==> config.mk <==
export PLATFORM = sky130hd
export DESIGN_NAME = ud_reload_timer
export DESIGN_NICKNAME = d
export VERILOG_FILES = /design/src/rtl/tmr_pkg.sv /design/src/rtl/tmr_mode_fsm.sv /design/src/rtl/tmr_counter.sv /design/src/rtl/tmr_flags.sv /design/src/rtl/ud_reload_timer.sv
export SDC_FILE = /design/constraint.sdc
export NUM_CORES = 1
export LEC_CHECK = 0
export CAP_MARGIN = 0
export CORE_MARGIN = 1.5
export CORE_UTILIZATION = 55
export CTS_BUF_LIST = sky130_fd_sc_hd__clkbuf_16
export DETAILED_ROUTE_END_ITERATION = 16
export DONT_BUFFER_PORTS = 1
export HOLD_SLACK_MARGIN = 0.03
export PLACE_DENSITY = 0.7
export SLEW_MARGIN = 5
export SYNTH_ARGS = -nofsm -noshare
export SYNTH_HDL_FRONTEND = slang
export SYNTH_HIERARCHICAL = 1
export SYNTH_SLANG_ARGS = --single-unit
==> constraint.sdc <==
create_clock -name clk -period 2.7 [get_ports clk]
set_input_delay 0.405 -clock clk [delete_from_list [all_inputs] [get_ports clk]]
set_output_delay 0.405 -clock clk [all_outputs]
set_load 0.005 [all_outputs]
==> src/rtl/tmr_pkg.sv <==
package tmr_pkg;
    typedef enum logic [1:0] {
        ST_OFF      = 2'd0,
        ST_FIXED_UP = 2'd1,
        ST_UD_UP    = 2'd2,
        ST_UD_DOWN  = 2'd3
    } tmr_state_e;
endpackage

==> src/rtl/tmr_mode_fsm.sv <==
module tmr_mode_fsm
    import tmr_pkg::*;
(
    input  logic       clk,
    input  logic       rst_n,
    input  logic       run,
    input  logic       ud_en,
    input  logic       dir,
    output tmr_state_e state_q,
    output logic       cnt_act,
    output logic       cnt_up,
    output logic       tgl_act
);
    tmr_state_e state_d;

    always_comb begin
        if (!run)
            state_d = ST_OFF;
        else if (!ud_en)
            state_d = ST_FIXED_UP;
        else if (dir)
            state_d = ST_UD_UP;
        else
            state_d = ST_UD_DOWN;
    end

    always_ff @(posedge clk or negedge rst_n) begin
        if (!rst_n)
            state_q <= ST_OFF;
        else
            state_q <= state_d;
    end

    always_comb begin
        cnt_act = 1'b0;
        cnt_up  = 1'b1;
        tgl_act = 1'b0;
        unique case (state_q)
            ST_OFF: begin
                cnt_act = 1'b0;
            end
            ST_FIXED_UP: begin
                cnt_act = 1'b1;
            end
            ST_UD_UP: begin
                cnt_act = 1'b1;
                tgl_act = 1'b1;
            end
            ST_UD_DOWN: begin
                cnt_act = 1'b1;
                cnt_up  = 1'b0;
                tgl_act = 1'b1;
            end
            default: begin
                cnt_act = 1'b0;
            end
        endcase
    end
endmodule

==> src/rtl/tmr_counter.sv <==
module tmr_counter #(
    parameter int CNT_W  = 16,
    parameter int BYTE_W = 8,
    localparam int LANES = CNT_W / BYTE_W
) (
    input  logic              clk,
    input  logic              rst_n,
    input  logic              tick,
    input  logic              cnt_act,
    input  logic              cnt_up,
    input  logic [LANES-1:0]  cnt_wr_lane,
    input  logic [LANES-1:0]  rel_wr_lane,
    input  logic [BYTE_W-1:0] wr_data,
    output logic [CNT_W-1:0]  count_q,
    output logic [CNT_W-1:0]  reload_q,
    output logic              wrap
);
    logic [CNT_W-1:0] cnt_merged;
    logic [CNT_W-1:0] cnt_d;
    logic             cnt_wr_any;
    logic             step;
    logic             at_top;
    logic             at_rel;

    genvar gi;
    generate
        for (gi = 0; gi < LANES; gi++) begin : g_lane
            assign cnt_merged[gi*BYTE_W +: BYTE_W] =
                cnt_wr_lane[gi] ? wr_data : count_q[gi*BYTE_W +: BYTE_W];

            always_ff @(posedge clk or negedge rst_n) begin
                if (!rst_n)
                    reload_q[gi*BYTE_W +: BYTE_W] <= '0;
                else if (rel_wr_lane[gi])
                    reload_q[gi*BYTE_W +: BYTE_W] <= wr_data;
            end
        end
    endgenerate

    assign cnt_wr_any = |cnt_wr_lane;
    assign at_top     = (count_q == {CNT_W{1'b1}});
    assign at_rel     = (count_q == reload_q);
    assign step       = cnt_act & tick & ~cnt_wr_any;
    assign wrap       = step & (cnt_up ? at_top : at_rel);

    always_comb begin
        if (cnt_wr_any)
            cnt_d = cnt_merged;
        else if (wrap)
            cnt_d = cnt_up ? reload_q : {CNT_W{1'b1}};
        else if (step)
            cnt_d = cnt_up ? count_q + 1'b1 : count_q - 1'b1;
        else
            cnt_d = count_q;
    end

    always_ff @(posedge clk or negedge rst_n) begin
        if (!rst_n)
            count_q <= '0;
        else
            count_q <= cnt_d;
    end
endmodule

==> src/rtl/tmr_flags.sv <==
module tmr_flags (
    input  logic clk,
    input  logic rst_n,
    input  logic wrap,
    input  logic tgl_act,
    input  logic flag_wr,
    input  logic flag_val,
    output logic irq_q,
    output logic tgl_q
);
    always_ff @(posedge clk or negedge rst_n) begin
        if (!rst_n)
            irq_q <= 1'b0;
        else if (wrap)
            irq_q <= 1'b1;
        else if (flag_wr)
            irq_q <= flag_val;
    end

    always_ff @(posedge clk or negedge rst_n) begin
        if (!rst_n)
            tgl_q <= 1'b0;
        else if (wrap && tgl_act)
            tgl_q <= ~tgl_q;
    end
endmodule

==> src/rtl/ud_reload_timer.sv <==
module ud_reload_timer
    import tmr_pkg::*;
#(
    parameter int CNT_W  = 16,
    parameter int BYTE_W = 8,
    localparam int LANES     = CNT_W / BYTE_W,
    localparam int FLAG_ADDR = 2 * LANES,
    localparam int ADDR_W    = $clog2(FLAG_ADDR + 1)
) (
    input  logic              clk,
    input  logic              rst_n,
    input  logic              tick,
    input  logic              run,
    input  logic              ud_en,
    input  logic              dir,
    input  logic              wr_en,
    input  logic [ADDR_W-1:0] wr_addr,
    input  logic [BYTE_W-1:0] wr_data,
    output logic [CNT_W-1:0]  count,
    output logic              irq,
    output logic              tgl
);
    tmr_state_e       state_q;
    logic             cnt_act;
    logic             cnt_up;
    logic             tgl_act;
    logic [LANES-1:0] cnt_wr_lane;
    logic [LANES-1:0] rel_wr_lane;
    logic             cnt_wr_any;
    logic             flag_wr;
    logic [CNT_W-1:0] reload_q;
    logic             wrap;

    genvar gi;
    generate
        for (gi = 0; gi < LANES; gi++) begin : g_dec
            assign cnt_wr_lane[gi] = wr_en && (wr_addr == ADDR_W'(gi));
            assign rel_wr_lane[gi] = wr_en && (wr_addr == ADDR_W'(LANES + gi));
        end
    endgenerate

    assign cnt_wr_any = |cnt_wr_lane;
    assign flag_wr    = wr_en && (wr_addr == ADDR_W'(FLAG_ADDR));

    tmr_mode_fsm u_fsm (
        .clk     (clk),
        .rst_n   (rst_n),
        .run     (run),
        .ud_en   (ud_en),
        .dir     (dir),
        .state_q (state_q),
        .cnt_act (cnt_act),
        .cnt_up  (cnt_up),
        .tgl_act (tgl_act)
    );

    tmr_counter #(.CNT_W(CNT_W), .BYTE_W(BYTE_W)) u_cnt (
        .clk         (clk),
        .rst_n       (rst_n),
        .tick        (tick),
        .cnt_act     (cnt_act),
        .cnt_up      (cnt_up),
        .cnt_wr_lane (cnt_wr_lane),
        .rel_wr_lane (rel_wr_lane),
        .wr_data     (wr_data),
        .count_q     (count),
        .reload_q    (reload_q),
        .wrap        (wrap)
    );

    tmr_flags u_flags (
        .clk      (clk),
        .rst_n    (rst_n),
        .wrap     (wrap),
        .tgl_act  (tgl_act),
        .flag_wr  (flag_wr),
        .flag_val (wr_data[0]),
        .irq_q    (irq),
        .tgl_q    (tgl)
    );
endmodule

==> results.py, run 1 <==
metrics = {
    "timing": {
        "worst_hold_slack_ns": 0.231,
        "fmax_mhz": 382,
        "period_minus_slack_ns": 2.62,
        "slew_viol_final": 0,
        "finalSetupViolCount": 0,
        "finalCritPeriodShare_pct": 97.0,
        "worstMarginPinSlew_ns": 0.504,
        "fin_skew_ns": 0.00331,
        "final-hold-violation-count": 0,
        "relSlewSlack_pct": 66.3,
    },
    "routing": {
        "wl_per_cell_um": 20.9,
        "routed-via-count": 3023,
        "drc": 0,
        "dr.pass1.iters": 8,
        "routed_wl_um": 9340,
        "drtIter0Drc": 355,
        "routed_via_density": 6.78,
        "route.antenna.remaining_nets": 0,
    },
    "floorplan": {
        "core_area_sq_um": 5200,
        "start_util_pct": 58.5,
        "dieHeight_um": 77.4,
        "fp.dieW_um": 77.4,
        "ios": 36,
        "num_rows": 26,
        "die-area_sq_um": 5990,
    },
    "synth": {
        "synth-seq-area-share_pct": 29.6,
        "syn_inst": 349,
        "async_flop_share_pct": 100,
        "postSynthAreaPerCell_sq_um": 8.72,
        "synth_flop_cell": "dfrtp_1",
        "yosys-top-cells-area": "dfrtp_1 30%, ha_1 5.8%, o21ai_0 3.8%, mux2_2 3.3%, nand2_1 3.0%",
        "synth_top_area_share_pct": 29.6,
        "syn-num-nets": 382,
        "synth_edf_count": 0,
        "synth_area_sq_um": 3040,
        "synth_cell_types": 73,
        "synth_area_leader_cell": "dfrtp_1",
        "ys_seq_elements": 36,
        "ys_warn_count": 6,
    },
    "worst_setup_path": {
        "cp-end-kind": "flip-flop",
        "rrSetupSlack_ns": 0.08,
        "cp-endpoint": "u_cnt/count_q[9]",
        "r2r-end": "u_cnt/count_q[9]",
        "rr_startpoint": "u_cnt/reload_q[14]",
        "worstSetupStartpoint": "u_cnt/reload_q[14]",
        "timing_worst_setup_path_type": "reg -> reg",
        "critical_path.max_fanout": 28,
        "crit_required_ns": 2.85,
        "reg2regPathDepth": 7,
        "cp.arrival_ns": 2.77,
        "startpoint_type": "flip-flop",
    },
    "global_routing": {
        "grt_pass1_wl_um": 14800,
        "grt_max_degree": 37,
        "grt_antenna_before_repair": 0,
        "grtUsageTotal_pct": 32.1,
        "grt_overflow_total": 0,
        "grt_pass1_vias": 2810,
    },
    "place": {
        "gp_congestion": 0.968,
        "dp_cells": 436,
        "io_buffers": 0,
        "dpl.hpwl_um": 6960,
    },
    "run": {
        "maxCapViolCount": 0,
    },
    "finish": {
        "instances_no_fill": 446,
        "synthToLayoutAreaGrowth_pct": 18.2,
        "final_cell_mix": "36 x dfrtp_1, 29 x buf_4, 23 x nand2_1",
        "nets": 409,
        "seq_area_sq_um": 901,
        "final_layout_size_suffix_gt1_share_pct": 20.7,
        "utilization_pct": 69.1,
        "antenna_cells": 0,
        "final_common_cell": "dfrtp_1",
        "multi_input_area_sq_um": 2120,
        "fill_cells": 440,
    },
    "clocking": {
        "clk_latency_ns": 0.28,
        "path_clk_slew_ns": 0.05,
        "clock_sinks": 36,
        "cts_tree": "built",
        "cts-root-buf": "clkbuf_16",
        "cts-htree-levels": 2,
        "clk_path_buf_depth": 2,
        "cts_made_buffers": 5,
    },
    "power_and_ir_drop": {
        "power.density_nw_per_um2": 790,
        "leakage_nw": 1.49,
        "ir_drop_v": 0.000458,
    },
    "run_status": {
        "outcome": "complete, no violations",
    },
    "hold_path": {
        "hold_class": "in -> reg",
    },
}
metrics by stage:
stage	area [sq um]	setup slack, ns	power [W]	setup TNS [ns]
3_3_place_gp	3380	-0.0637	0.00222	-0.0975
5_1_grt	3600	-0.0178	0.00301	-0.0226
2_1_floorplan	3130	-0.0560	0.00178	-0.107
3_5_place_dp	3380	0.0119	0.00223	0
4_1_cts	3550	0.00827	0.00280	0
6_report	3600	0.0823	0.00284	0
repair_timing:
action | in CTS | in global routing
endpoints found under the hold margin | 36 | 0
endpoints found under the setup margin | 1 | 12
pin swaps | 0 | 0
buffers inserted | 0 | 1
hold buffers | 2 | 0
resized for setup | 2 | 8
cell type report:
| type | instances | share of cell area (%) |
|---|---|---|
| inverter | 18 | 1.98 |
| tap | 70 | 2.43 |
| clock buffer | 5 | 3.48 |
| clock inverter | 2 | 0.243 |
| multi-input combinational | 282 | 58.8 |
| sequential | 36 | 25.0 |
| timing repair buffer | 33 | 8.00 |
cells by family after synthesis:
kind of cell             Yosys count  synth area share [%]
AND/OR/NAND/NOR                  124                  24.1
AO/OA/AOI/OAI                    115                  26.3
XOR/XNOR                          15                  4.32
adder cells (fa/ha/maj)           15                  6.41
buffers and inverters             31                  4.64
multiplexers                      13                  4.64
flip-flops                        36                  29.6
state kept, by name (all words and copies together) (netlist names):
signal,flops
u_flags/irq_q,1
u_fsm/state_q,2
u_cnt/reload_q,16
u_flags/tgl_q,1
u_cnt/count_q,16
worst min path at each step:
stage	slack, ns	end	start	cells after the start
2_1_floorplan	0.11	u_cnt/count_q[0]	rst_n	0
3_3_place_gp	0.11	u_cnt/count_q[13]	rst_n	0
3_5_place_dp	0.11	u_cnt/count_q[13]	rst_n	0
4_1_cts	0.23	u_fsm/state_q[0]	ud_en	1
5_1_grt	0.23	u_fsm/state_q[0]	ud_en	1
6_report	0.23	u_fsm/state_q[0]	ud_en	1
synth_stat cells, drive strengths merged, types with 3 or more instances:
library cell and number:
a2111oi 4, a211o 3, a211oi 5, a21boi 5
a21o 4, a21oi 17, a221o 4, a22oi 6
and2 3, and3 4, and4bb 3, buf 6
clkbuf 7, dfrtp 36, ha 14, inv 17
mux2 9, mux2i 4, nand2 24, nand2b 10
nand3 10, nand4 5, nor2 18, nor2b 5
nor3 12, nor3b 5, nor4 6, o211ai 6
o21ai 26, o22a 3, o22ai 9, o31ai 4
o41ai 3, or3 4, xnor2 10, xor2 5
power breakdown:
part	total, W	leakage, nW	internal [W]	switching [W]
Combinational	0.00138	0.985	0.000642	0.000738
Clock	0.000539	0.0709	0.000331	0.000208
Sequential	0.000921	0.433	0.000692	0.000229
Total	0.00284	1.49	0.00166	0.00118
critical path, cell delays in order, from the launching register on:
cell and delay (ns):
dfrtp_1 0.41, nor2b_1 0.17, a2111oi_1 0.51, nand4b_1 0.18
or4b_4 0.58, buf_12 0.18, a2111oi_2 0.36, nor3_1 0.09
routing by layer:
layer,track usage (%),vias up,share of wire (%)
li1,-,1396,-
met1,43.5,1454,42
met2,51.4,157,48
met3,7.41,16,9.1
met4,8.55,0,1.3
met5,0,-,0
Note: power is estimated with default switching activity, not from simulation.
==> run 2, diff against run 1 <==
--- a/config.mk
+++ b/config.mk
@@ -7,12 +7,12 @@
 export LEC_CHECK = 0
 export CAP_MARGIN = 0
 export CORE_MARGIN = 1.5
-export CORE_UTILIZATION = 55
+export CORE_UTILIZATION = 58
 export CTS_BUF_LIST = sky130_fd_sc_hd__clkbuf_16
 export DETAILED_ROUTE_END_ITERATION = 16
 export DONT_BUFFER_PORTS = 1
 export HOLD_SLACK_MARGIN = 0.03
-export PLACE_DENSITY = 0.7
+export PLACE_DENSITY = 0.73
 export SLEW_MARGIN = 5
 export SYNTH_ARGS = -nofsm -noshare
 export SYNTH_HDL_FRONTEND = slang
==> results.py, run 2 (same netlist as run 1, synthesis figures left out) <==
metrics = {
    "run_status": {
        "outcome": "complete, no violations",
    },
    "worst_setup_path": {
        "crit_required_ns": 2.86,
        "r2r-end": "u_cnt/count_q[2]",
        "cp.arrival_ns": 2.82,
        "cp-end-kind": "flip-flop",
        "worstSetupStartpoint": "u_fsm/state_q[1]",
        "rr_startpoint": "u_fsm/state_q[1]",
        "startpoint_type": "flip-flop",
        "critical_path.max_fanout": 28,
        "timing_worst_setup_path_type": "reg -> reg",
        "rrSetupSlack_ns": 0.04,
        "reg2regPathDepth": 8,
    },
    "timing": {
        "period_minus_slack_ns": 2.66,
        "fmax_mhz": 376,
        "finalSetupViolCount": 0,
        "relSlewSlack_pct": 57.2,
        "fin_skew_ns": 0.00982,
        "rsz0062_at_grt": "true",
        "finalCritPeriodShare_pct": 98.4,
        "worst_hold_slack_ns": 0.223,
        "slew_viol_final": 0,
        "final-hold-violation-count": 0,
        "worstMarginPinSlew_ns": 0.626,
    },
    "run": {
        "maxCapViolCount": 0,
    },
    "power_and_ir_drop": {
        "pwr-share-comb_pct": 46.8,
        "power_frac_clock_pct": 22.1,
        "power_switching_w": 0.00122,
        "netSwitchingFraction_pct": 40.3,
        "power.density_nw_per_um2": 815,
        "p_int_w": 0.00181,
        "ir_drop_v": 0.000478,
        "leakage_nw": 1.55,
        "p_seq_share_pct": 31.1,
    },
    "clocking": {
        "cts-root-buf": "clkbuf_16",
        "cts_tree": "built",
        "cts-htree-levels": 2,
        "clk_path_buf_depth": 2,
        "clock_sinks": 36,
        "clk_latency_ns": 0.29,
        "path_clk_slew_ns": 0.06,
        "cts_made_buffers": 5,
    },
    "routing": {
        "drtIter0Drc": 302,
        "wl_per_cell_um": 21.1,
        "routed_via_density": 6.85,
        "dr.pass1.iters": 5,
        "routed_wl_um": 9680,
        "drc": 0,
        "route.antenna.remaining_nets": 0,
        "routed-via-count": 3139,
    },
    "hold_path": {
        "min_to": "u_fsm/state_q[0]",
        "min_from": "ud_en",
        "hold_class": "in -> reg",
        "holdPathStages": 1,
    },
    "global_routing": {
        "grt_max_degree": 37,
        "grtUsageTotal_pct": 35.1,
        "grt_pass1_vias": 2953,
        "grt_overflow_total": 0,
        "grt_antenna_before_repair": 0,
        "grt_pass1_wl_um": 14700,
    },
    "place": {
        "dpl.hpwl_um": 7210,
        "gp_congestion": 0.956,
        "io_buffers": 0,
        "dp_cells": 445,
    },
    "finish": {
        "nets": 420,
        "synthToLayoutAreaGrowth_pct": 22.3,
        "reg.largest.list": "u_cnt/count_q: 16 flops, u_cnt/reload_q: 16 flops, u_fsm/state_q: 2 flops",
        "final_common_cell": "buf_4",
        "final_cell_mix": "40 x buf_4, 36 x dfrtp_1, 23 x nand2_1",
        "instances_no_fill": 458,
        "antenna_cells": 0,
        "final_layout_size_suffix_gt1_share_pct": 23.7,
    },
    "floorplan": {
        "core_area_sq_um": 5070,
        "ios": 36,
        "num_rows": 26,
        "dieHeight_um": 75.4,
        "die-area_sq_um": 5690,
        "start_util_pct": 60.0,
        "fp.dieW_um": 75.4,
    },
}
[run 2: cell types whose count changed in the layout (fill, tap and decap cells not counted), sizes merged]
cell and delta:
inv -1, bufinv +1, buf +11, clkinvlp +1
[run 2: metrics by stage]
| stage | setup TNS [ns] | utilization [%] | setup WS (ns) | power [W] | area [sq um] |
|---|---|---|---|---|---|
| final | 0 | 73.4 | 0.0434 | 0.00304 | 3720 |
| after floorplan | -0.107 | - | -0.0560 | 0.00178 | 3130 |
| after CTS | 0 | 72.0 | 0.0288 | 0.00298 | 3650 |
| after global placement | 0 | 68.0 | 0.0854 | 0.00227 | 3450 |
| after global routing | -0.103 | 73.4 | -0.0243 | 0.00321 | 3720 |
| after detailed placement | 0 | 68.0 | 0.0409 | 0.00230 | 3450 |
[run 2: worst max path at each step]
stage / endpoint / slack (ns) / cells past startpoint
floorplan: u_cnt/count_q[9] / -0.06 / 11
detailed placement: u_cnt/count_q[9] / 0.04 / 8
finish: u_cnt/count_q[2] / 0.04 / 8
global route: u_cnt/count_q[9] / -0.02 / 10
CTS: u_cnt/count_q[9] / 0.03 / 8
global placement: u_cnt/count_q[11] / 0.09 / 11
[run 2: critical path, cell delays in order (launching register included)]
cell	delay (ns)
dfrtp_1	0.43
nand2_4	0.13
or3_4	0.41
a211oi_2	0.29
o211ai_1	0.14
or4b_4	0.54
buf_12	0.18
mux2i_1	0.13
a221o_1	0.26
[run 2: final cells by class]
cell class	count	area [sq um]
inverters	18	71.3
flip-flops and latches	36	901
clock buffers	5	125
clock inverters	3	42.5
multi-input cells	282	2130
fillers	419	1350
well taps	70	87.6
repair buffers	44	370
[run 2: power groups by stage]
stage	Clock (W)	Sequential, W	Combinational [W]
after floorplan	0	0.000900	0.000877
after global placement	0	0.000943	0.00132
after detailed placement	0	0.000947	0.00135
after CTS	0.000672	0.000938	0.00137
after global routing	0.000693	0.000965	0.00155
final	0.000671	0.000944	0.00142
[run 2: metal layers]
| metal | up-vias | track usage [%] | wire, um |
|---|---|---|---|
| li1 | 1421 | - | - |
| met1 | 1532 | 46.2 | 4000 |
| met2 | 172 | 59.6 | 4700 |
| met3 | 14 | 5.82 | 806 |
| met4 | 0 | 10.3 | 167 |
| met5 | - | 0 | 0 |
[run 2: timing repair]
| action | in CTS | in global routing |
|---|---|---|
| cloned | 0 | 0 |
| setup buffers | 0 | 3 |
| pin swaps | 0 | 1 |
| hold buffers | 2 | 0 |
| endpoints found under the hold margin | 36 | 0 |
| endpoints found under the setup margin | 2 | 10 |
| gates resized for setup | 1 | 9 |
